==> config.mk <==
export PLATFORM = sky130hd
export DESIGN_NAME = cbr_refresh_sched
export DESIGN_NICKNAME = d
export VERILOG_FILES = /design/src/rtl/cbr_pkg.sv /design/src/rtl/cbr_tick_gen.sv /design/src/rtl/cbr_pend_ctr.sv /design/src/rtl/cbr_strobe_fsm.sv /design/src/rtl/cbr_refresh_sched.sv
export SDC_FILE = /design/constraint.sdc
export NUM_CORES = 1
export LEC_CHECK = 0
export CORE_ASPECT_RATIO = 0.5
export CORE_MARGIN = 1
export CORE_UTILIZATION = 30
export CTS_BUF_LIST = sky130_fd_sc_hd__clkbuf_16
export CTS_CLUSTER_SIZE = 25
export DETAILED_ROUTE_END_ITERATION = 12
export GPL_ROUTABILITY_DRIVEN = 0
export PLACE_DENSITY = 0.54
export SLEW_MARGIN = 15
export SYNTH_ARGS = -nofsm -noshare
export SYNTH_HDL_FRONTEND = slang
export SYNTH_HIERARCHICAL = 1
export SYNTH_SLANG_ARGS = --single-unit
==> constraint.sdc <==
create_clock -name clk -period 10.38 [get_ports clk]
set_clock_uncertainty 0.2 [all_clocks]
set_input_delay 1.557 -clock clk [delete_from_list [all_inputs] [get_ports clk]]
set_output_delay 1.557 -clock clk [all_outputs]
set_load 0.1 [all_outputs]
==> src/rtl/cbr_pkg.sv <==
package cbr_pkg;
  typedef enum logic [2:0] {
    ST_IDLE,
    ST_CSR,
    ST_RAS,
    ST_RP,
    ST_SRH,
    ST_SRX
  } cbr_state_e;
endpackage

==> src/rtl/cbr_tick_gen.sv <==
// Interval timer: one tick per interval; the interval and the demand per tick depend on the policy.
module cbr_tick_gen #(
  parameter int ROWS       = 4096,
  parameter int RETAIN_CYC = 6400000,
  localparam int TW        = $clog2(RETAIN_CYC + 1),
  localparam int SW        = $clog2(ROWS + 1)
) (
  input  logic          clk,
  input  logic          rst_n,
  input  logic          burst_mode,
  input  logic          run,
  input  logic          restart,
  output logic          tick,
  output logic [SW-1:0] step
);
  localparam int INTERVAL = RETAIN_CYC / ROWS;

  logic [TW-1:0] tcnt_q, tcnt_d, period;

  always_comb begin
    period = burst_mode ? TW'(RETAIN_CYC - 1) : TW'(INTERVAL - 1);
    step   = burst_mode ? SW'(ROWS) : SW'(1);
    tcnt_d = tcnt_q;
    tick   = 1'b0;
    if (restart) begin
      tcnt_d = '0;
    end else if (run) begin
      if (tcnt_q >= period) begin
        tcnt_d = '0;
        tick   = 1'b1;
      end else begin
        tcnt_d = tcnt_q + TW'(1);
      end
    end
  end

  always_ff @(posedge clk or negedge rst_n) begin
    if (!rst_n) tcnt_q <= '0;
    else        tcnt_q <= tcnt_d;
  end
endmodule

==> src/rtl/cbr_pend_ctr.sv <==
// Saturating count of refresh cycles still owed.
module cbr_pend_ctr #(
  parameter int ROWS     = 4096,
  parameter int PEND_MAX = 8192,
  localparam int SW      = $clog2(ROWS + 1),
  localparam int CW      = $clog2(PEND_MAX + 1)
) (
  input  logic          clk,
  input  logic          rst_n,
  input  logic          tick,
  input  logic [SW-1:0] step,
  input  logic          take,
  input  logic          clear,
  input  logic          load,
  input  logic [SW-1:0] load_val,
  output logic          pend_nz
);
  logic [CW-1:0] cnt_q, cnt_d;
  logic [CW:0]   sum;

  always_comb begin
    sum = {1'b0, cnt_q};
    if (tick) sum = sum + (CW+1)'(step);
    if (take) sum = sum - (CW+1)'(1);
    if (clear)                        cnt_d = '0;
    else if (load)                    cnt_d = CW'(load_val);
    else if (sum > (CW+1)'(PEND_MAX)) cnt_d = CW'(PEND_MAX);
    else                              cnt_d = sum[CW-1:0];
    pend_nz = (cnt_q != '0);
  end

  always_ff @(posedge clk or negedge rst_n) begin
    if (!rst_n) cnt_q <= '0;
    else        cnt_q <= cnt_d;
  end
endmodule

==> src/rtl/cbr_strobe_fsm.sv <==
// Strobe sequencer for refresh cycles and self-refresh entry and exit.
module cbr_strobe_fsm
  import cbr_pkg::*;
#(
  parameter int T_CSR  = 2,
  parameter int T_RAS  = 5,
  parameter int T_RP   = 4,
  parameter int T_RASS = 10000,
  parameter int T_RPS  = 11
) (
  input  logic clk,
  input  logic rst_n,
  input  logic host_busy,
  input  logic sr_req,
  input  logic pend_nz,
  output logic take,
  output logic sr_enter,
  output logic sr_leave,
  output logic in_sr,
  output logic ras_n,
  output logic cas_n,
  output logic sr_ack,
  output logic busy
);
  localparam int M1   = (T_CSR > T_RAS) ? T_CSR : T_RAS;
  localparam int M2   = (M1 > T_RP) ? M1 : T_RP;
  localparam int M3   = (M2 > T_RASS) ? M2 : T_RASS;
  localparam int TMAX = (M3 > T_RPS) ? M3 : T_RPS;
  localparam int CW   = $clog2(TMAX + 1);

  cbr_state_e    st_q, st_d;
  logic [CW-1:0] cnt_q, cnt_d;
  logic          sr_q, sr_d, ack_q, ack_d;

  always_comb begin
    st_d     = st_q;
    cnt_d    = (cnt_q != '0) ? cnt_q - CW'(1) : cnt_q;
    sr_d     = sr_q;
    ack_d    = ack_q;
    take     = 1'b0;
    sr_enter = 1'b0;
    sr_leave = 1'b0;
    unique case (st_q)
      ST_IDLE: if (!host_busy) begin
        if (sr_req) begin
          st_d = ST_CSR; cnt_d = CW'(T_CSR - 1); sr_d = 1'b1; sr_enter = 1'b1;
        end else if (pend_nz) begin
          st_d = ST_CSR; cnt_d = CW'(T_CSR - 1); take = 1'b1;
        end
      end
      ST_CSR: if (cnt_q == '0) begin
        st_d = ST_RAS; cnt_d = CW'(T_RAS - 1);
      end
      ST_RAS: if (cnt_q == '0) begin
        if (sr_q) begin st_d = ST_SRH; cnt_d = CW'(T_RASS - 1); end
        else      begin st_d = ST_RP;  cnt_d = CW'(T_RP - 1);   end
      end
      ST_RP: if (cnt_q == '0) st_d = ST_IDLE;
      ST_SRH: begin
        if (cnt_q == '0) ack_d = 1'b1;
        if (ack_q && !sr_req) begin st_d = ST_SRX; cnt_d = CW'(T_RPS - 1); end
      end
      ST_SRX: if (cnt_q == '0) begin
        st_d = ST_IDLE; ack_d = 1'b0; sr_d = 1'b0; sr_leave = 1'b1;
      end
      default: st_d = ST_IDLE;
    endcase
  end

  always_ff @(posedge clk or negedge rst_n) begin
    if (!rst_n) begin
      st_q  <= ST_IDLE;
      cnt_q <= '0;
      sr_q  <= 1'b0;
      ack_q <= 1'b0;
    end else begin
      st_q  <= st_d;
      cnt_q <= cnt_d;
      sr_q  <= sr_d;
      ack_q <= ack_d;
    end
  end

  assign cas_n  = !(st_q == ST_CSR || st_q == ST_RAS || st_q == ST_SRH);
  assign ras_n  = !(st_q == ST_RAS || st_q == ST_SRH);
  assign in_sr  = sr_q;
  assign sr_ack = ack_q;
  assign busy   = (st_q != ST_IDLE);
endmodule

==> src/rtl/cbr_refresh_sched.sv <==
module cbr_refresh_sched #(
  parameter int ROWS       = 4096,
  parameter int RETAIN_CYC = 6400000,
  parameter int PEND_MAX   = 2 * ROWS,
  parameter int T_CSR      = 2,
  parameter int T_RAS      = 5,
  parameter int T_RP       = 4,
  parameter int T_RASS     = 10000,
  parameter int T_RPS      = 11
) (
  input  logic clk,
  input  logic rst_n,
  input  logic host_busy,
  input  logic burst_mode,
  input  logic sr_req,
  output logic sr_ack,
  output logic ref_busy,
  output logic ras_n,
  output logic cas_n,
  output logic we_n
);
  localparam int SW = $clog2(ROWS + 1);

  logic          tick, take, sr_enter, sr_leave, in_sr, pend_nz;
  logic [SW-1:0] step, exit_load;

  assign exit_load = burst_mode ? SW'(ROWS) : '0;
  assign we_n      = 1'b1;

  cbr_tick_gen #(.ROWS(ROWS), .RETAIN_CYC(RETAIN_CYC)) u_tick (
    .clk(clk), .rst_n(rst_n), .burst_mode(burst_mode),
    .run(!in_sr), .restart(sr_leave), .tick(tick), .step(step)
  );

  cbr_pend_ctr #(.ROWS(ROWS), .PEND_MAX(PEND_MAX)) u_pend (
    .clk(clk), .rst_n(rst_n), .tick(tick), .step(step), .take(take),
    .clear(sr_enter), .load(sr_leave), .load_val(exit_load), .pend_nz(pend_nz)
  );

  cbr_strobe_fsm #(.T_CSR(T_CSR), .T_RAS(T_RAS), .T_RP(T_RP),
                   .T_RASS(T_RASS), .T_RPS(T_RPS)) u_fsm (
    .clk(clk), .rst_n(rst_n), .host_busy(host_busy), .sr_req(sr_req),
    .pend_nz(pend_nz), .take(take), .sr_enter(sr_enter), .sr_leave(sr_leave),
    .in_sr(in_sr), .ras_n(ras_n), .cas_n(cas_n), .sr_ack(sr_ack), .busy(ref_busy)
  );
endmodule

==> results_dict.tcl, run 1 <==
set metrics [dict create \
    track_usage_pct 14.4 \
    synth_area_sq_mm 0.00519 \
    layout_common_cells "nand2_1 (59), dfrtp_1 (56), nor2_1 (39)" \
    cts.path.max_buffers 2 \
    hp-start "u_tick/tcnt_q[20]" \
    fin_setup_tns_ns 0 \
    async_flop_share_pct 100 \
    port-buffer-count 8 \
    multiInputGateArea_sq_mm 0.00352 \
    drt-vias-per-instance 5.36 \
    setup_viol 0 \
    synth_seq_area_share_pct 27.0 \
    ys_seq_elements 56 \
    hpwl_um 8910 \
    drt-initial-drc-count 292 \
    cts_buffers 5 \
    num_vias 4509 \
    ctsResizeCount 0 \
    yosysWarningCount 6 \
    synth-edff-count 0 \
    fmax_mhz 157 \
    path_class "input pin to register" \
    clk_latency_ns 0.30 \
    die_area_sq_mm 0.0178 \
    yosysTopAreaCell "dfrtp_1" \
    cts_root_buffer "clkbuf_16" \
    rows 33 \
    htree_levels 2 \
    cts_hold_buf 0 \
    antenna_found_initial 0 \
    powerDensity_mw_per_mm2 160 \
    reg2reg_to "u_pend/cnt_q[10]" \
    syn2layout_area_growth_pct 6.54 \
    slew_headroom_pct 28.1 \
    r2r_start "u_fsm/cnt_q[9]" \
    grt_pass1_vias 4198 \
    seqCellArea_sq_mm 0.00140 \
    finalWirelength_um 12200 \
    grt_remaining_overflow 0 \
    whs_endpoint "u_tick/tcnt_q[20]" \
    start_kind "input pin" \
    clock-sinks 56 \
    hold_slack_ns 0.329 \
    wl_per_cell_um 14.5 \
    fin_nets 649 \
    grt_pass1_wl_um 21300 \
    p_leak_uw 0.00223 \
    cp_max_fo 28 \
    fillCellCount 1715 \
    arrival_ns 6.40 \
    start_util_pct 31.2 \
    synthTopCellsByArea "dfrtp_1 (27%), ha_1 (7.0%), nand2_1 (4.3%), nand3_1 (3.4%), a21oi_1 (3.2%)" \
    num_antenna_cells 0 \
    r2r_slack_ns 5.16 \
    slew_violations 0 \
    syn_avg_cell_area_sq_um 8.43 \
    cap_violations 0 \
    cts_setup_buffers 0 \
    drive_gt1_share_pct 7.97 \
    grt_max_degree 57 \
    worstRegToRegCells 17 \
    synth_top_area_share_pct 27.0 \
    route.detailed.drc 0 \
    fin_crit_sh_pct 61.4 \
    die_w_um 188 \
    core_sq_mm 0.0166 \
    timing.final.crit_period_ns 6.37 \
    worst_pin_slew_ns 1.07 \
    ys_types 88 \
    postRouteAntennaNets 0 \
    die_y_um 95.0 \
    vdd_drop_max_v 0.0000812 \
    status "finished clean" \
    cts_tree "done" \
    layout_commonest_cell "nand2_1" \
    holdPathStages 1 \
    hold_class "register to register" \
    path_clk_slew_ns 0.07 \
    rsz0062_at_grt "no" \
    synth-main-ff-cell "dfrtp_1" \
    syn_inst 615 \
    pin_count 10 \
    finalHoldViolCount 0 \
    critPathRequiredTime_ns 10.40 \
    drt-pass1-iter-count 5 \
    cp-end-kind "register" \
]
## power breakdown
| group | leakage (uW) | internal [uW] | switching [uW] |
|---|---|---|---|
| sequential | 0.000698 | 257 | 73.7 |
| combinational | 0.00146 | 153 | 226 |
| clock | 0.0000716 | 89.4 | 82.3 |
| total | 0.00223 | 500 | 381 |
## sequential cells by signal (all words and copies together), names as in the netlist
signal	cells
u_fsm/st_q	3
u_fsm/cnt_q	14
u_tick/tcnt_q	23
u_fsm/sr_ack	1
u_fsm/in_sr	1
u_pend/cnt_q	14
## per-layer routing
layer | routed length [um] | global-route usage (%)
met1 | 6590 | 21.4
met2 | 5230 | 22.3
met3 | 282 | 1.34
met4 | 133 | 3.79
met5 | 0 | 0
## per-stage QoR
step	instances	setup WS (ns)	total power (uW)	area, sq um	utilization, %
4_1_cts	842	3.99	885	5530	33.2
3_5_place_dp	834	3.69	709	5380	32.3
5_1_grt	842	3.63	952	5530	33.2
6_report	842	4.01	882	5530	33.2
2_1_floorplan	636	4.45	628	5270	-
3_3_place_gp	834	3.88	705	5380	32.3
## kinds of logic after synthesis
family                   share of synthesized area, %
adder cells (fa/ha/maj)                          7.38
AO/OA/AOI/OAI                                    26.2
buffers and inverters                            6.68
flip-flops                                       27.0
multiplexers                                     1.83
XOR/XNOR                                         3.69
AND/OR/NAND/NOR                                  26.9
other                                           0.217
## cells in the mapped netlist, drive strengths merged (10+ instances only)
cell type  instances
a21o              21
xnor2             16
nand2             59
nor3              16
buf               27
nor2              41
ha                29
or3               13
nand3             35
nor4              10
o21ai             40
dfrtp             56
a21oi             34
inv               19
clkbuf            14
a31oi             16
## how the worst max path moves through the flow
| stage | start | to | slack [ns] | cells after the start |
|---|---|---|---|---|
| floorplan | burst_mode | u_pend/cnt_q[0] | 4.45 | 18 |
| detailed placement | burst_mode | u_pend/cnt_q[10] | 3.69 | 17 |
| global placement | burst_mode | u_pend/cnt_q[10] | 3.88 | 17 |
| finish | burst_mode | u_pend/cnt_q[10] | 4.01 | 17 |
| CTS | burst_mode | u_pend/cnt_q[10] | 3.99 | 17 |
| global route | burst_mode | u_pend/cnt_q[3] | 3.63 | 17 |
## layout make-up
class | count | area share, %
multi-input cells | 520 | 63.7
clock buffers | 5 | 2.26
well taps | 227 | 5.14
inverters | 19 | 1.29
clock inverters | 3 | 0.317
flip-flops and latches | 56 | 25.4
repair buffers | 12 | 1.90
## critical path, stage by stage
cell,delay (ns)
clkdlybuf4s50_1,0.49
inv_1,0.39
ha_1,0.32
and4b_1,0.23
a2111o_1,0.39
a211oi_2,0.31
a21oi_2,0.09
buf_4,0.24
mux2i_1,0.35
ha_1,0.29
nand3_1,0.16
nor4_2,0.21
xnor2_1,0.13
a2111o_1,0.41
a2111oi_2,0.40
a31oi_4,0.22
o21ai_1,0.20
No activity file was read; power rests on OpenSTA's default activity.
==> inputs of run 2 (changes only) <==
--- a/config.mk
+++ b/config.mk
@@ -12,7 +12,7 @@
 export CTS_CLUSTER_SIZE = 25
 export DETAILED_ROUTE_END_ITERATION = 12
 export GPL_ROUTABILITY_DRIVEN = 0
-export PLACE_DENSITY = 0.54
+export PLACE_DENSITY = 0.56
 export SLEW_MARGIN = 15
 export SYNTH_ARGS = -nofsm -noshare
 export SYNTH_HDL_FRONTEND = slang
==> constraint.sdc (replaced) <==
create_clock -name clk -period 5.7 [get_ports clk]
set_clock_uncertainty 0.2 [all_clocks]
set_input_delay 0.855 -clock clk [delete_from_list [all_inputs] [get_ports clk]]
set_output_delay 0.855 -clock clk [all_outputs]
set_load 0.1 [all_outputs]
==> run 2 against run 1 <==
Effect of this change: cell area is 1.7% higher; setup slack worse by 3.6 ns; sequential power is 77% higher; largest power group unchanged; critical path type unchanged; register-to-register slack worse by 4.3 ns; global-route usage is 0.43 points lower; cell count is 1.3% higher; sequential share of layout area is 0.42 points lower.
==> results_dict.tcl, run 2 (same netlist as run 1, synthesis figures left out) <==
set metrics [dict create \
    wl_per_cell_um 14.2 \
    crit_chain "clkdlybuf4s50_1 > inv_1 > buf_4 > ha_1 > nand4_1 > a21oi_1 > o2111ai_1 > a21oi_2 > buf_4 > inv_2 > a2111oi_0 > a211o_1 > nor4_2 > xnor2_1 > a2111o_1 > a2111oi_2 > a31oi_4 > o21ai_1" \
    antenna_found_initial 0 \
    postRouteAntennaNets 0 \
    worst_pin_slew_ns 1.03 \
    drive_gt1_share_pct 9.74 \
    track_usage_pct 14.0 \
    powerDensity_mw_per_mm2 288 \
    cts_buffers 5 \
    fmax_mhz 189 \
    num_vias 4528 \
    ctsResizeCount 0 \
    die_area_sq_mm 0.0178 \
    cts_hold_buf 0 \
    grt_max_degree 57 \
    die_w_um 188 \
    layout_commonest_cell "nand2_1" \
    hpwl_um 8870 \
    reg2reg_to "u_pend/cnt_q[6]" \
    use_met2_pct 23.1 \
    path_clk_slew_ns 0.08 \
    largest_reg_flops 23 \
    top_register "u_tick/tcnt_q" \
    cts_tree "done" \
    critPathRequiredTime_ns 5.72 \
    finalHoldViolCount 0 \
    critPathMaxStageDelay_ns 0.60 \
    busiest_layer "met2" \
    status "finished clean" \
    fin_crit_sh_pct 92.8 \
    path_class "input pin to register" \
    finalWirelength_um 12100 \
    p_leak_uw 0.00228 \
    num_antenna_cells 0 \
    drt-pass1-iter-count 5 \
    slew_headroom_pct 31.1 \
    cts_setup_buffers 0 \
    start_kind "input pin" \
    crit_slowest_cell "a2111oi_0" \
    grtUsageMet1_pct 20.0 \
    clk_latency_ns 0.30 \
    drt-initial-drc-count 195 \
    rows 33 \
    holdPathStages 1 \
    grt_pass1_vias 4143 \
    die_y_um 95.0 \
    route.detailed.drc 0 \
    core_sq_mm 0.0166 \
    cap_violations 0 \
    cts_root_buffer "clkbuf_16" \
    htree_levels 2 \
    setup_viol 0 \
    worst_path_most_repeated_cell "buf_4" \
    cp-startpoint "burst_mode" \
    timing.final.crit_period_ns 5.29 \
    cts.path.max_buffers 2 \
    syn2layout_area_growth_pct 8.32 \
    rsz0062_at_grt "no" \
    r2r_start "u_fsm/cnt_q[9]" \
    reg.largest.list "u_tick/tcnt_q (23), u_fsm/cnt_q (14), u_pend/cnt_q (14)" \
    total_power_uw 1620 \
    drt-vias-per-instance 5.31 \
    worstRegToRegCells 15 \
    stdcell_count 853 \
    fin_setup_tns_ns 0 \
    hold_class "register to register" \
    port-buffer-count 8 \
    grt_pass1_wl_um 20700 \
    cp-end-kind "register" \
    slew_violations 0 \
    start_util_pct 31.2 \
    pin_count 10 \
    cp_max_fo 11 \
    r2r_slack_ns 0.87 \
    cp-endpoint "u_pend/cnt_q[6]" \
    place_inst 845 \
    arrival_ns 5.31 \
    grtUsageMet3_pct 1.37 \
    grt_remaining_overflow 0 \
    fin_nets 660 \
    clock-sinks 56 \
    vdd_drop_max_v 0.000129 \
    layout_common_cells "nand2_1 (59), dfrtp_1 (56), nor2_1 (39)" \
]
==> run 2: critical path: cells and delay by family <==
| kind | cells | cell delay (ns) |
|---|---|---|
| simple gates | 2 | 0.16 |
| fa+ha+maj | 1 | 0.29 |
| xor+xnor | 1 | 0.15 |
| buf+inv | 5 | 1.20 |
| compound gates | 9 | 2.64 |
==> run 2: layout make-up <==
cell class                      count  area, sq um
Sequential cell                    56         1400
Multi-Input combinational cell    520         3520
Inverter                           19         71.3
Tap cell                          227          284
Timing Repair Buffer               23          188
Clock inverter                      3         27.5
Clock buffer                        5          125
Fill cell                        1710        11000
==> run 2: per-stage QoR <==
| stage | worst slack, ns | util [%] | area (sq um) | hold slack (ns) |
|---|---|---|---|---|
| 4_1_cts | 0.399 | 33.8 | 5620 | 0.335 |
| 3_3_place_gp | 0.223 | 32.8 | 5470 | 0.312 |
| 3_5_place_dp | 0.104 | 32.8 | 5470 | 0.322 |
| 2_1_floorplan | 0.471 | - | 5270 | 0.271 |
| 5_1_grt | 0.0848 | 33.8 | 5620 | 0.360 |
| 6_report | 0.410 | 33.8 | 5620 | 0.331 |
==> run 2: how the worst min path moves through the flow <==
stage / startpoint / to / slack [ns]
after floorplan: u_tick/tcnt_q[13] / u_tick/tcnt_q[13] / 0.27
after global placement: u_tick/tcnt_q[17] / u_tick/tcnt_q[17] / 0.31
after detailed placement: u_tick/tcnt_q[19] / u_tick/tcnt_q[19] / 0.32
after CTS: u_tick/tcnt_q[18] / u_tick/tcnt_q[18] / 0.33
after global routing: u_tick/tcnt_q[18] / u_tick/tcnt_q[18] / 0.36
final: u_tick/tcnt_q[18] / u_tick/tcnt_q[18] / 0.33
==> run 2: routing by layer <==
metal | wire length (um) | vias up | share of wire, %
li1 | - | 2302 | -
met1 | 6430 | 2165 | 53
met2 | 5370 | 53 | 44
met3 | 229 | 8 | 1.9
met4 | 90 | 0 | 0.74
met5 | 0 | - | 0
==> run 2: power by group <==
| part | switching (uW) | leakage, uW | internal, uW |
|---|---|---|---|
| Clock | 153 | 0.0000719 | 167 |
| Sequential | 118 | 0.000698 | 469 |
| Combinational | 422 | 0.00151 | 286 |
==> inputs of run 3 (changes only) <==
--- a/config.mk
+++ b/config.mk
@@ -12,9 +12,8 @@
 export CTS_CLUSTER_SIZE = 25
 export DETAILED_ROUTE_END_ITERATION = 12
 export GPL_ROUTABILITY_DRIVEN = 0
-export PLACE_DENSITY = 0.56
+export PLACE_DENSITY = 0.5
 export SLEW_MARGIN = 15
 export SYNTH_ARGS = -nofsm -noshare
 export SYNTH_HDL_FRONTEND = slang
-export SYNTH_HIERARCHICAL = 1
 export SYNTH_SLANG_ARGS = --single-unit
==> run 3 against run 2 <==
Effect of this change: worst hold slack worse by 0.018 ns; register-to-register slack better by 0.03 ns; setup slack better by 0.23 ns; critical endpoint is now u_pend.cnt_q[1]; largest cell class unchanged.
==> results_dict.tcl, run 3 <==
set metrics [dict create \
    p_clk_share_pct 45.6 \
    arrival_ns 5.08 \
    crit_chain "dlymetal6s2s_1 > clkinvlp_4 > ha_1 > nand3_1 > a211oi_1 > o2111ai_1 > a21oi_2 > mux2i_1 > ha_1 > nand3_1 > nor3_1 > mux2i_1 > nor4_4 > nand2_2 > mux2_1 > or3_1 > o31a_1 > a211oi_2" \
    postRouteAntennaNets 0 \
    die_y_um 85.8 \
    htree_levels 2 \
    setup_viol 0 \
    die_area_sq_mm 0.0146 \
    ys_types 66 \
    synth_top_area_share_pct 33.3 \
    cap_violations 0 \
    num_antenna_cells 0 \
    rows 30 \
    critPathRequiredTime_ns 5.72 \
    core_sq_mm 0.0136 \
    power_frac_comb_pct 4.6 \
    layout_commonest_cell "nor2_1" \
    synthTopCellsByArea "dfrtp_1 (33%), nor2_1 (6.5%), xnor2_1 (5.8%), ha_1 (5.6%), nand2_1 (5.0%)" \
    finalHoldViolCount 0 \
    slew_headroom_pct 34.8 \
    p_leak_uw 0.00185 \
    slew_violations 0 \
    cts_root_buffer "clkbuf_16" \
    cts_buffers 5 \
    clk_latency_ns 0.30 \
    power.share.sequential_pct 49.8 \
    synth-edff-count 0 \
    clock-sinks 56 \
    grt_max_degree 57 \
    p_sw_share_pct 22.8 \
    rsz0062_at_grt "no" \
    synth_area_sq_mm 0.00421 \
    hold_class "register to register" \
    start_util_pct 30.9 \
    port-buffer-count 8 \
    crit_family "compound AO/OA/AOI/OAI gates" \
    wl_per_cell_um 15.0 \
    drt-initial-drc-count 241 \
    cts.path.max_buffers 2 \
    critPathMaxStageDelay_ns 0.39 \
    crit_slowest_cell "o31a_1" \
    async_flop_share_pct 100 \
    fillCellCount 1432 \
    post-route-worst-setup-slack_ns 0.637 \
    yosysTopAreaCell "dfrtp_1" \
    grt_pass1_wl_um 18000 \
    fin_util_pct 34.9 \
    reg.largest.list "u_tick.tcnt_q (23), u_fsm.cnt_q (14), u_pend.cnt_q (14)" \
    fmax_mhz 198 \
    synth-main-ff-cell "dfrtp_1" \
    cts_tree "done" \
    drive_gt1_share_pct 8.00 \
    crit_buf_inv 2 \
    top_register "u_tick.tcnt_q" \
    synthTopCellsByCount "nor2_1 (73), dfrtp_1 (56), nand2_1 (56), xnor2_1 (28), o21ai_0 (27)" \
    track_usage_pct 15.6 \
    timing.final.crit_period_ns 5.06 \
    finalWirelength_um 10800 \
    cp_max_fo 6 \
    hpwl_um 7860 \
    largest_reg_flops 23 \
    yosysWarningCount 0 \
    status "finished clean" \
    antenna_found_initial 0 \
    drt-vias-per-instance 5.16 \
    yosysMostFrequentCell "nor2_1" \
    fin_nets 548 \
    drt-pass1-iter-count 4 \
    num_vias 3697 \
    path_clk_slew_ns 0.07 \
    layout_common_cells "nor2_1 (73), nand2_1 (56), dfrtp_1 (56)" \
    syn_avg_cell_area_sq_um 8.21 \
    fin_crit_sh_pct 88.8 \
    syn2layout_area_growth_pct 12.9 \
    ys_seq_elements 56 \
    path_class "input pin to register" \
    vdd_drop_max_v 0.000102 \
    syn_inst 513 \
    switchingPower_uw 181 \
    pin_count 10 \
    worst_pin_slew_ns 0.975 \
    grt_remaining_overflow 0 \
    grt_pass1_vias 3446 \
    die_w_um 170 \
    cp-end-kind "register" \
    powerDensity_mw_per_mm2 167 \
    route.detailed.drc 0 \
    synth_seq_area_share_pct 33.3 \
    start_kind "input pin" \
    place_ws_ns -0.0466 \
    p_int_uw 615 \
    synth_nets 537 \
]
## run 3: area by class of cell
type | count | area [sq um] | area share [%]
timing repair inverter | 1 | 7.51 | 0.158
timing repair buffer | 24 | 198 | 4.16
inverter | 10 | 43.8 | 0.921
sequential | 56 | 1400 | 29.5
clock buffer | 5 | 125 | 2.63
clock inverter | 3 | 42.5 | 0.894
tap | 192 | 240 | 5.05
multi-input combinational | 426 | 2700 | 56.7
## run 3: stage by stage
step / total power [uW] / area [sq um] / cells / setup TNS [ns] / hold WS, ns
after detailed placement: 440 / 4550 / 706 / -0.0466 / 0.296
after global placement: 440 / 4550 / 706 / 0 / 0.308
after global routing: 829 / 4760 / 717 / 0 / 0.350
after floorplan: 422 / 4210 / 513 / 0 / 0.269
final: 796 / 4760 / 717 / 0 / 0.314
after CTS: 805 / 4720 / 714 / 0 / 0.317
## run 3: kinds of logic (layout without fill, tap and decap cells)
group | after synthesis | in the layout | share of synthesized area (%)
simple gates | 240 | 240 | 28.3
compound gates | 99 | 99 | 15.4
flops | 56 | 56 | 33.3
xor+xnor | 52 | 52 | 10.8
buf+inv | 31 | 43 | 2.91
fa+ha+maj | 20 | 20 | 5.88
mux | 14 | 14 | 3.35
other cells | 1 | 1 | 0.0890
## run 3: path summary, 6_finish.rpt
check	start	end	slack, ns	cells after the start
worst min-delay path	u_tick.tcnt_q[19]	u_tick.tcnt_q[19]	0.31	1
worst min register to register	u_tick.tcnt_q[19]	u_tick.tcnt_q[19]	0.31	1
worst max-delay path	burst_mode	u_pend.cnt_q[1]	0.64	18
max in group asynchronous	rst_n	u_fsm.cnt_q[6]	4.27	2
worst max register to register	u_fsm.cnt_q[0]	u_pend.cnt_q[1]	0.90	18
min in group asynchronous	rst_n	u_tick.tcnt_q[17]	0.52	2
## run 3: power groups by stage
stage	Sequential (uW)	Clock, uW	Combinational (uW)
finish	397	363	36.2
global route	397	391	40.8
CTS	397	373	35.5
detailed placement	405	0	35.3
global placement	405	0	35.0
floorplan	405	0	17.1
## run 3: metal layers
| metal | GRT usage [%] | share of wire [%] |
|---|---|---|
| met5 | 0 | 0 |
| met4 | 3.28 | 0.45 |
| met3 | 3.00 | 3.8 |
| met2 | 22.3 | 42 |
| met1 | 23.9 | 54 |
## run 3: repair_timing
action | CTS | global route
endpoints found under the setup margin | 0 | 6
gates resized for setup | 0 | 5
hold buffers | 0 | 0
setup buffers | 0 | 2
